`src/rtl/uart_irq_pkg.sv`:
```
package uart_irq_pkg;

  // register selector decoded from the bus address
  typedef enum logic [2:0] {
    SEL_NONE,
    SEL_ARM,
    SEL_DISARM,
    SEL_MASK,
    SEL_STAT
  } reg_sel_e;

  // source positions (fixed; shared by every register of the bank)
  localparam int unsigned SRC_RX_TRIG  = 0;
  localparam int unsigned SRC_RX_EMPTY = 1;
  localparam int unsigned SRC_RX_FULL  = 2;
  localparam int unsigned SRC_TX_EMPTY = 3;
  localparam int unsigned SRC_TX_FULL  = 4;
  localparam int unsigned SRC_RX_OVR   = 5;
  localparam int unsigned SRC_FRAME    = 6;
  localparam int unsigned SRC_PARITY   = 7;
  localparam int unsigned SRC_TIMEOUT  = 8;
  localparam int unsigned SRC_MODEM    = 9;
  localparam int unsigned SRC_TX_TRIG  = 10;
  localparam int unsigned SRC_TX_NFULL = 11;
  localparam int unsigned SRC_TX_OVR   = 12;
  localparam int unsigned SRC_COUNT    = 13;

endpackage

```
`src/rtl/uart_irq_rst_sync.sv`:
```
module uart_irq_rst_sync #(
  parameter int unsigned STAGES = 2
) (
  input  logic clk,
  input  logic rst_n,
  output logic rst_sync_n
);

  logic [STAGES-1:0] chain_q;
  logic [STAGES-1:0] chain_nxt;

  always_comb begin
    chain_nxt = {chain_q[STAGES-2:0], 1'b1};
  end

  always_ff @(posedge clk or negedge rst_n) begin
    if (!rst_n) chain_q <= '0;
    else        chain_q <= chain_nxt;
  end

  assign rst_sync_n = chain_q[STAGES-1];

endmodule

```
`src/rtl/uart_irq_decode.sv`:
```
module uart_irq_decode
  import uart_irq_pkg::*;
#(
  parameter int unsigned ADDR_W   = 8,
  parameter int unsigned DATA_W   = 32,
  parameter int unsigned N_SRC    = 13,
  parameter logic [ADDR_W-1:0] OFF_ARM    = 8'h08,
  parameter logic [ADDR_W-1:0] OFF_DISARM = 8'h0C,
  parameter logic [ADDR_W-1:0] OFF_MASK   = 8'h10,
  parameter logic [ADDR_W-1:0] OFF_STAT   = 8'h14
) (
  input  logic [ADDR_W-1:0] bus_addr,
  input  logic [DATA_W-1:0] bus_wdata,
  input  logic              bus_we,
  output reg_sel_e          sel,
  output logic [N_SRC-1:0]  arm_vec,
  output logic [N_SRC-1:0]  disarm_vec,
  output logic [N_SRC-1:0]  w1c_vec
);

  logic [N_SRC-1:0] wbits;

  assign wbits = bus_wdata[N_SRC-1:0];

  always_comb begin
    if      (bus_addr == OFF_ARM)    sel = SEL_ARM;
    else if (bus_addr == OFF_DISARM) sel = SEL_DISARM;
    else if (bus_addr == OFF_MASK)   sel = SEL_MASK;
    else if (bus_addr == OFF_STAT)   sel = SEL_STAT;
    else                             sel = SEL_NONE;
  end

  // write of the mask view (SEL_MASK) produces no strobe: it is read-only
  always_comb begin
    arm_vec    = '0;
    disarm_vec = '0;
    w1c_vec    = '0;
    if (bus_we) begin
      unique case (sel)
        SEL_ARM:    arm_vec    = wbits;
        SEL_DISARM: disarm_vec = wbits;
        SEL_STAT:   w1c_vec    = wbits;
        default:    ;
      endcase
    end
  end

endmodule

```
`src/rtl/uart_irq_mask.sv`:
```
module uart_irq_mask #(
  parameter int unsigned N_SRC = 13
) (
  input  logic             clk,
  input  logic             rst_n,
  input  logic [N_SRC-1:0] arm_vec,
  input  logic [N_SRC-1:0] disarm_vec,
  output logic [N_SRC-1:0] mask_q
);

  logic [N_SRC-1:0] mask_nxt;
  logic             mask_en;

  // clearing takes priority over setting for the same bit
  always_comb begin
    mask_en  = (|arm_vec) | (|disarm_vec);
    mask_nxt = (mask_q | arm_vec) & ~disarm_vec;
  end

  always_ff @(posedge clk or negedge rst_n) begin
    if (!rst_n)       mask_q <= '0;
    else if (mask_en) mask_q <= mask_nxt;
  end

  // armed bits are set on the following cycle
  a_r2_arm_sets: assert property (@(posedge clk) disable iff (!rst_n)
    ((arm_vec & ~disarm_vec) != '0) |=>
      ((mask_q & $past(arm_vec & ~disarm_vec)) == $past(arm_vec & ~disarm_vec)));

  // disarmed bits are clear on the following cycle
  a_r3_disarm_clears: assert property (@(posedge clk) disable iff (!rst_n)
    (disarm_vec != '0) |=> ((mask_q & $past(disarm_vec)) == '0));

  // with no strobe the mask holds
  a_r2_mask_holds: assert property (@(posedge clk) disable iff (!rst_n)
    ((arm_vec == '0) && (disarm_vec == '0)) |=> $stable(mask_q));

endmodule

```
`src/rtl/uart_irq_status.sv`:
```
module uart_irq_status #(
  parameter int unsigned N_SRC = 13
) (
  input  logic             clk,
  input  logic             rst_n,
  input  logic [N_SRC-1:0] evt_pulse,
  input  logic [N_SRC-1:0] w1c_vec,
  output logic [N_SRC-1:0] stat_q
);

  logic [N_SRC-1:0] stat_nxt;
  logic             stat_en;

  // per-source sticky bit: an event beats a clear in the same cycle
  for (genvar i = 0; i < N_SRC; i++) begin : g_bit
    assign stat_nxt[i] = evt_pulse[i] | (stat_q[i] & ~w1c_vec[i]);
  end

  assign stat_en = (|evt_pulse) | (|w1c_vec);

  always_ff @(posedge clk or negedge rst_n) begin
    if (!rst_n)       stat_q <= '0;
    else if (stat_en) stat_q <= stat_nxt;
  end

  // an event always leaves its bit set
  a_r5_evt_sets: assert property (@(posedge clk) disable iff (!rst_n)
    (evt_pulse != '0) |=> ((stat_q & $past(evt_pulse)) == $past(evt_pulse)));

  // a set bit falls only under a clearing write
  a_r5_sticky: assert property (@(posedge clk) disable iff (!rst_n)
    (stat_q != '0) |=> (($past(stat_q) & ~$past(w1c_vec) & ~stat_q) == '0));

  // a cleared bit without a coincident event is zero afterwards
  a_r6_w1c_clears: assert property (@(posedge clk) disable iff (!rst_n)
    (w1c_vec != '0) |=> ((stat_q & $past(w1c_vec & ~evt_pulse)) == '0));

endmodule

```
`src/rtl/uart_irq_rdport.sv`:
```
module uart_irq_rdport
  import uart_irq_pkg::*;
#(
  parameter int unsigned DATA_W = 32,
  parameter int unsigned N_SRC  = 13
) (
  input  logic              clk,
  input  logic              rst_n,
  input  logic              bus_re,
  input  reg_sel_e          sel,
  input  logic [N_SRC-1:0]  mask_q,
  input  logic [N_SRC-1:0]  stat_q,
  output logic [DATA_W-1:0] rdata_q
);

  localparam int unsigned PAD_W = DATA_W - N_SRC;

  logic [DATA_W-1:0] rdata_nxt;

  always_comb begin
    unique case (sel)
      SEL_MASK: rdata_nxt = {{PAD_W{1'b0}}, mask_q};
      SEL_STAT: rdata_nxt = {{PAD_W{1'b0}}, stat_q};
      default:  rdata_nxt = '0;
    endcase
  end

  always_ff @(posedge clk or negedge rst_n) begin
    if (!rst_n)      rdata_q <= '0;
    else if (bus_re) rdata_q <= rdata_nxt;
  end

  // the padding above the sources never carries a 1
  a_r10_upper_zero: assert property (@(posedge clk) disable iff (!rst_n)
    rdata_q[DATA_W-1:N_SRC] == '0);

  // read data holds when no read is strobed
  a_r11_rdata_hold: assert property (@(posedge clk) disable iff (!rst_n)
    !bus_re |=> $stable(rdata_q));

  // write-only registers read as zero
  a_r4_wo_reads_zero: assert property (@(posedge clk) disable iff (!rst_n)
    (bus_re && (sel == SEL_ARM || sel == SEL_DISARM)) |=> (rdata_q == '0));

endmodule

```
`src/rtl/uart_irq_bank.sv`:
```
module uart_irq_bank
  import uart_irq_pkg::*;
#(
  parameter int unsigned ADDR_W = 8,
  parameter int unsigned DATA_W = 32,
  parameter int unsigned N_SRC  = SRC_COUNT,
  parameter int unsigned SYNC_STAGES = 2,
  parameter logic [ADDR_W-1:0] OFF_ARM    = 8'h08,
  parameter logic [ADDR_W-1:0] OFF_DISARM = 8'h0C,
  parameter logic [ADDR_W-1:0] OFF_MASK   = 8'h10,
  parameter logic [ADDR_W-1:0] OFF_STAT   = 8'h14
) (
  input  logic              clk,
  input  logic              rst_n,
  input  logic [ADDR_W-1:0] bus_addr,
  input  logic [DATA_W-1:0] bus_wdata,
  input  logic              bus_we,
  input  logic              bus_re,
  output logic [DATA_W-1:0] bus_rdata,
  input  logic [N_SRC-1:0]  evt_pulse,
  output logic              irq
);

  logic             rst_sync_n;
  reg_sel_e         sel;
  logic [N_SRC-1:0] arm_vec;
  logic [N_SRC-1:0] disarm_vec;
  logic [N_SRC-1:0] w1c_vec;
  logic [N_SRC-1:0] mask_q;
  logic [N_SRC-1:0] stat_q;

  uart_irq_rst_sync #(.STAGES(SYNC_STAGES)) u_rst (
    .clk        (clk),
    .rst_n      (rst_n),
    .rst_sync_n (rst_sync_n)
  );

  uart_irq_decode #(
    .ADDR_W(ADDR_W), .DATA_W(DATA_W), .N_SRC(N_SRC),
    .OFF_ARM(OFF_ARM), .OFF_DISARM(OFF_DISARM),
    .OFF_MASK(OFF_MASK), .OFF_STAT(OFF_STAT)
  ) u_dec (
    .bus_addr   (bus_addr),
    .bus_wdata  (bus_wdata),
    .bus_we     (bus_we),
    .sel        (sel),
    .arm_vec    (arm_vec),
    .disarm_vec (disarm_vec),
    .w1c_vec    (w1c_vec)
  );

  uart_irq_mask #(.N_SRC(N_SRC)) u_mask (
    .clk        (clk),
    .rst_n      (rst_sync_n),
    .arm_vec    (arm_vec),
    .disarm_vec (disarm_vec),
    .mask_q     (mask_q)
  );

  uart_irq_status #(.N_SRC(N_SRC)) u_stat (
    .clk       (clk),
    .rst_n     (rst_sync_n),
    .evt_pulse (evt_pulse),
    .w1c_vec   (w1c_vec),
    .stat_q    (stat_q)
  );

  uart_irq_rdport #(.DATA_W(DATA_W), .N_SRC(N_SRC)) u_rd (
    .clk     (clk),
    .rst_n   (rst_sync_n),
    .bus_re  (bus_re),
    .sel     (sel),
    .mask_q  (mask_q),
    .stat_q  (stat_q),
    .rdata_q (bus_rdata)
  );

  assign irq = |(stat_q & mask_q);

  // a pending unmasked event raises irq in the next cycle
  a_r8_evt_to_irq: assert property (@(posedge clk) disable iff (!rst_sync_n)
    ((evt_pulse & mask_q & ~disarm_vec) != '0) |=> irq);

  // nothing pending while in reset
  a_r9_reset_quiet: assert property (@(posedge clk)
    !rst_sync_n |-> (!irq && bus_rdata == '0));

endmodule

```
`config.mk`:
```
export PLATFORM = sky130hd
export DESIGN_NAME = uart_irq_bank
export DESIGN_NICKNAME = d
export VERILOG_FILES = /design/src/rtl/uart_irq_pkg.sv /design/src/rtl/uart_irq_rst_sync.sv /design/src/rtl/uart_irq_decode.sv /design/src/rtl/uart_irq_mask.sv /design/src/rtl/uart_irq_status.sv /design/src/rtl/uart_irq_rdport.sv /design/src/rtl/uart_irq_bank.sv
export SDC_FILE = /design/constraint.sdc
export NUM_CORES = 1
export LEC_CHECK = 0
export BUFFER_PORTS_ARGS = -buffer_cell sky130_fd_sc_hd__clkbuf_2
export CORE_ASPECT_RATIO = 0.6
export CORE_UTILIZATION = 52
export DETAILED_ROUTE_END_ITERATION = 16
export PLACE_DENSITY_LB_ADDON = 0.15
export SLEW_MARGIN = 20
export SYNTH_ARGS = -nofsm -noshare
export SYNTH_HDL_FRONTEND = slang
export SYNTH_SLANG_ARGS = --single-unit
```
`constraint.sdc`:
```
create_clock -name clk -period 1.9 [get_ports clk]
set_input_delay 0.285 -clock clk [delete_from_list [all_inputs] [get_ports clk]]
set_output_delay 0.285 -clock clk [all_outputs]
set_load 0.1 [all_outputs]
```
After elaboration in Yosys (flattened, before gate mapping)
Index checks and enable logic that the tools add are counted.
Word-level totals
  bits of input ports: 57
  logic and storage cells: 73
  register bits after elaboration: 60
  output and inout bits: 33
Operators by class
  mux-type cells: 11
  bitwise logic cells: 45
  reduce and logical (&&, ||, !) cells: 5
  equal/unequal tests: 8
Operators with widths (number)
  two-way mux 13 bit: 6
  OR reduction 13 bit: 5
  AND 13 bit: 2
  case mux 13 bit (2 select lines): 1
  equality test 8 x 4 -> 1 bit, second input constant: 2
  equality test 8 x 5 -> 1 bit, second input constant: 2
  bitwise OR 1 bit: 15
  AND 1 bit: 13
  NOT 1 bit: 13
  NOT 13 bit: 1
  bitwise OR 13 bit: 1
  two-way mux 3 bit: 4
  equality test 3 x 2 -> 1 bit, second input constant: 2
  equality test 3 x 1 -> 1 bit, second input constant: 1
  equality test 3 bit, second input constant: 1

Longest topological paths before layout
  depth in word-level cells: 11
  depth in mapped cells: 5
  mapped depth without buffers: 3

Hierarchy
Synthesis repeated with hierarchy kept, for this count alone.
Unflattened totals
  cells, all modules: 241
  area total of the unflattened synthesis: 2580.0 um^2
By module, submodules not included
  uart_irq_rdport: sequential area each 325.3 um^2, times used 1, cells each 94, area each 938.4 um^2
  uart_irq_decode: sequential area each 0.0 um^2, times used 1, cells each 71, area each 599.3 um^2
  uart_irq_status: sequential area each 325.3 um^2, times used 1, cells each 39, area each 471.7 um^2
  uart_irq_mask: sequential area each 325.3 um^2, times used 1, cells each 26, area each 455.4 um^2
  uart_irq_bank: sequential area each 0.0 um^2, times used 1, cells each 8, area each 61.3 um^2
  uart_irq_rst_sync: sequential area each 50.0 um^2, times used 1, cells each 3, area each 53.8 um^2

Worst setup path before layout
No wires, ideal clock.
  path type: register to output
  from: register u_stat.stat_q[7]
  to: output irq
  stages on the path, launching flop included: 4
  arrival time: 1721 ps
  data required time: 1615 ps
  path slack: -106 ps
  path buffers: 0
  cell sequence: dfrtp_1 a222oi_1 and3_1 nand4_1
Between the ends
  cells in the longest elaborated chain, start to end: 2
RTL lines
  start, declared: line uart_irq_status.sv:8  | output logic [N_SRC-1:0] stat_q
  start signal, assigned: line uart_irq_status.sv:23  | else if (stat_en) stat_q <= stat_nxt;
  AND 13 bit: line uart_irq_bank.sv:78  | assign irq = |(stat_q & mask_q);
  OR reduction 13 bit: line uart_irq_bank.sv:78
  end, declared: line uart_irq_bank.sv:21  | output logic irq
No other way between the ends.

Worst setup path after layout
Same ends and word-level chain as after synthesis.

==> qor.yml <==
outcome:
  status: "complete, no violations"
placed_design:
  place_congestion: 0.783
  place_hpwl_um: 3220
  dpl_cell_area_um2: 2400
  port_buffers: 51
layout:
  syn_to_final_growth_pct: 15.6
  n_antenna_cell: 0
  final_area_um2: 2520
  finalNetCount: 315
  drive_gt1_frac: 0.353
  fillers: 345
floorplanning:
  fp.dieArea_um2: 4460
  initial_core_util: 0.569
  dieHeight_um: 52.1
  fp-row-count: 17
  die_w_um: 85.6
  core_um2: 3830
  ios: 90
clocking:
  clock_latency_ns: 0.29
  h-tree-depth: 2
  cts_tree: "yes"
  ctsLongestPathBuffers: 2
  clkSinkCount: 41
  cts-root-buf: "clkbuf_8"
  clk_pin_slew_ns: 0.08
  cts_made_buffers: 5
drt:
  drtIter0Drc: 91
  avgRoutedWirePerCell_um: 14.7
  first_pass_iters: 4
  wl_um: 4470
  dr_total_vias: 1563
  drc_errors: 0
  vias_per_cell: 5.12
  ant_nets: 0
sta:
  max_freq_ghz: 0.538
  final_max_slew_viol_count: 0
  tightest_slew_ns: 0.547
  setup_violations: 0
  post-route-min-period_ns: 1.86
  period_share: 0.978
  slew_headroom: 0.637
  finClkSkew_ns: 0.00668
  hold_viol: 0
  rsz0062_at_grt: "true"
  hold_ws_ns: 0.155
global_route:
  grt_busiest_layer: "met1"
  grt_overflow: 0
  grt.met2_usage: 0.308
  grt_pass1_vias: 1460
  met1_usage: 0.333
  antenna_found_initial: 0
  grt_util_met3: 0.0778
  grt_pass1_wl_um: 7200
  grt_max_degree: 33
  track_usage: 0.226
critical_path:
  cpPeakStageDelay_ns: 0.39
  cpMaxStageDelayCell: "dfrtp_1"
  criticalPathCategory: "register to primary output"
  critPathBufInv: 1
  worstPathArrival_ns: 1.57
  endpoint_kind: "primary output"
  crit_family: "flip-flops"
  crit_fanout: 2
  path_cells: "a222oi_1 -> and3_1 -> nand4_1 -> buf_8"
  crit_required_ns: 1.62
  critPathLaunchType: "register"
worst_hold_path:
  holdCritPathClass: "register to asynchronous set/reset pin"
synth:
  avgSynthCellArea_um2: 10.6
  syn_area_um2: 2180
  ys_seq_elements: 41
  synth_edf_count: 0
  synth.distinct_cells: 23
  yosysWarnings: 0
  synth_area_leaders: "dfrtp_1, buf_4, mux2_2, mux2i_1, nand3_2"
  synth_most_common_cell: "dfrtp_1"
  syn_inst: 205
  yosysSeqAreaShare: 0.471
  ys.flop_type: "dfrtp_1"
  yosysTopAreaCell: "dfrtp_1"
  synthArstFlopShare: 1.00
  synth_top_area_share: 0.471
  synth_common_cells: "dfrtp_1, inv_1, buf_4"
power_and_ir_drop:
  vdd_drop_max_mv: 0.552
  power.switching_w: 0.000562
  seq_power_share: 0.501
  swShare: 0.311
  p_comb_frac: 0.184
  leakagePower_nw: 1.22
  internal_power_w: 0.00124
  p_clk_frac: 0.314
  power_density_nw_per_um2: 717
job:
  cap_violations: 0
-- layout by cell type (no fill, tap or decap), types with 2 or more instances in the layout --
| cell | synthesis | final |
|---|---|---|
| nor4b_2 | 2 | 2 |
| dfrtp_1 | 41 | 41 |
| mux2i_1 | 13 | 13 |
| conb_1 | 2 | 20 |
| inv_1 | 26 | 26 |
| nand3_2 | 10 | 10 |
| a22oi_1 | 5 | 5 |
| o22ai_1 | 13 | 13 |
| a21o_1 | 13 | 13 |
| nand2_1 | 14 | 14 |
| mux2_2 | 13 | 13 |
| nand3_1 | 3 | 3 |
| clkbuf_2 | 0 | 50 |
| buf_4 | 20 | 6 |
| nand4_1 | 14 | 14 |
| clkbuf_8 | 0 | 6 |
-- worst reg2reg max path: cells and delay by family, from the launching register on --
kind | cells | cell delay [ns]
AND/OR/NAND/NOR | 1 | 0.07
multiplexers | 1 | 0.25
buffers and inverters | 1 | 0.14
flip-flops | 1 | 0.39
AO/OA/AOI/OAI | 1 | 0.07
-- routing by layer --
metal | vias up | routed length (µm)
met4 | 0 | 21
li1 | 780 | -
met2 | 62 | 1770
met3 | 2 | 268
met5 | - | 0
met1 | 719 | 2410
-- path summary, 6_finish.rpt --
path                                   from                 to  slack [ns]  cells past startpoint
hold reg to reg            u_rst.chain_q[1]  u_stat.stat_q[12]        0.16                      0
max in group asynchronous  u_rst.chain_q[1]   u_mask.mask_q[6]        1.26                      1
min in group clk               evt_pulse[9]   u_stat.stat_q[9]        0.17                      2
setup / recovery           u_stat.stat_q[7]                irq        0.04                      4
setup reg to reg           u_stat.stat_q[7]    u_rd.rdata_q[7]        0.84                      4
hold / removal             u_rst.chain_q[1]  u_stat.stat_q[12]        0.16                      0
-- cells by family (layout without fill, tap and decap cells) --
| kind of cell | count (synthesis) | count (layout) | share of synthesized area |
|---|---|---|---|
| compound gates | 32 | 32 | 0.104 |
| simple gates | 47 | 47 | 0.152 |
| mux | 26 | 26 | 0.127 |
| buf+inv | 57 | 92 | 0.142 |
| flops | 41 | 41 | 0.471 |
| other cells | 2 | 20 | 0.00345 |
-- power by group through the flow --
| stage | sequential [W] | clock (W) | combinational, W |
|---|---|---|---|
| after floorplan | 0.000942 | 0 | 0.000263 |
| after global placement | 0.000921 | 0 | 0.000330 |
| after detailed placement | 0.000922 | 0 | 0.000331 |
| after CTS | 0.000905 | 0.000588 | 0.000333 |
| after global routing | 0.000907 | 0.000624 | 0.000353 |
| final | 0.000905 | 0.000568 | 0.000333 |
-- sequential cells by signal, indices dropped and copies added (netlist names) --
register and count:
u_stat.stat_q 13, u_mask.mask_q 13, u_rst.chain_q 2, u_rd.rdata_q 13
-- area by class of cell --
type,instances,area [µm²],area share
Timing Repair Buffer,59,340,0.135
Multi-Input combinational cell,125,910,0.361
Clock buffer,7,86.3,0.0343
Sequential cell,41,1030,0.407
Inverter,26,97.6,0.0387
Tap cell,47,58.8,0.0233
-- what timing repair did --
| item | CTS | global route |
|---|---|---|
| pin swaps | 2 | 1 |
| cloned | 0 | 0 |
| hold endpoints to repair | 2 | 0 |
| resized for setup | 2 | 1 |
| hold buffers | 1 | 0 |
| setup endpoints to repair | 1 | 1 |
| buffers inserted | 0 | 1 |
-- stage by stage --
stage	setup WS (ns)	TNS (ns)	cells	power [W]	util
4_1_cts	-0.00798	-0.00798	304	0.00183	0.656
3_3_place_gp	0.195	0	296	0.00125	0.628
5_1_grt	-0.0384	-0.0384	305	0.00188	0.658
3_5_place_dp	0.188	0	296	0.00125	0.628
6_report	0.0414	0	305	0.00181	0.658
2_1_floorplan	-0.106	-0.106	223	0.00121	-
Note: power is estimated with default switching activity, not from simulation.
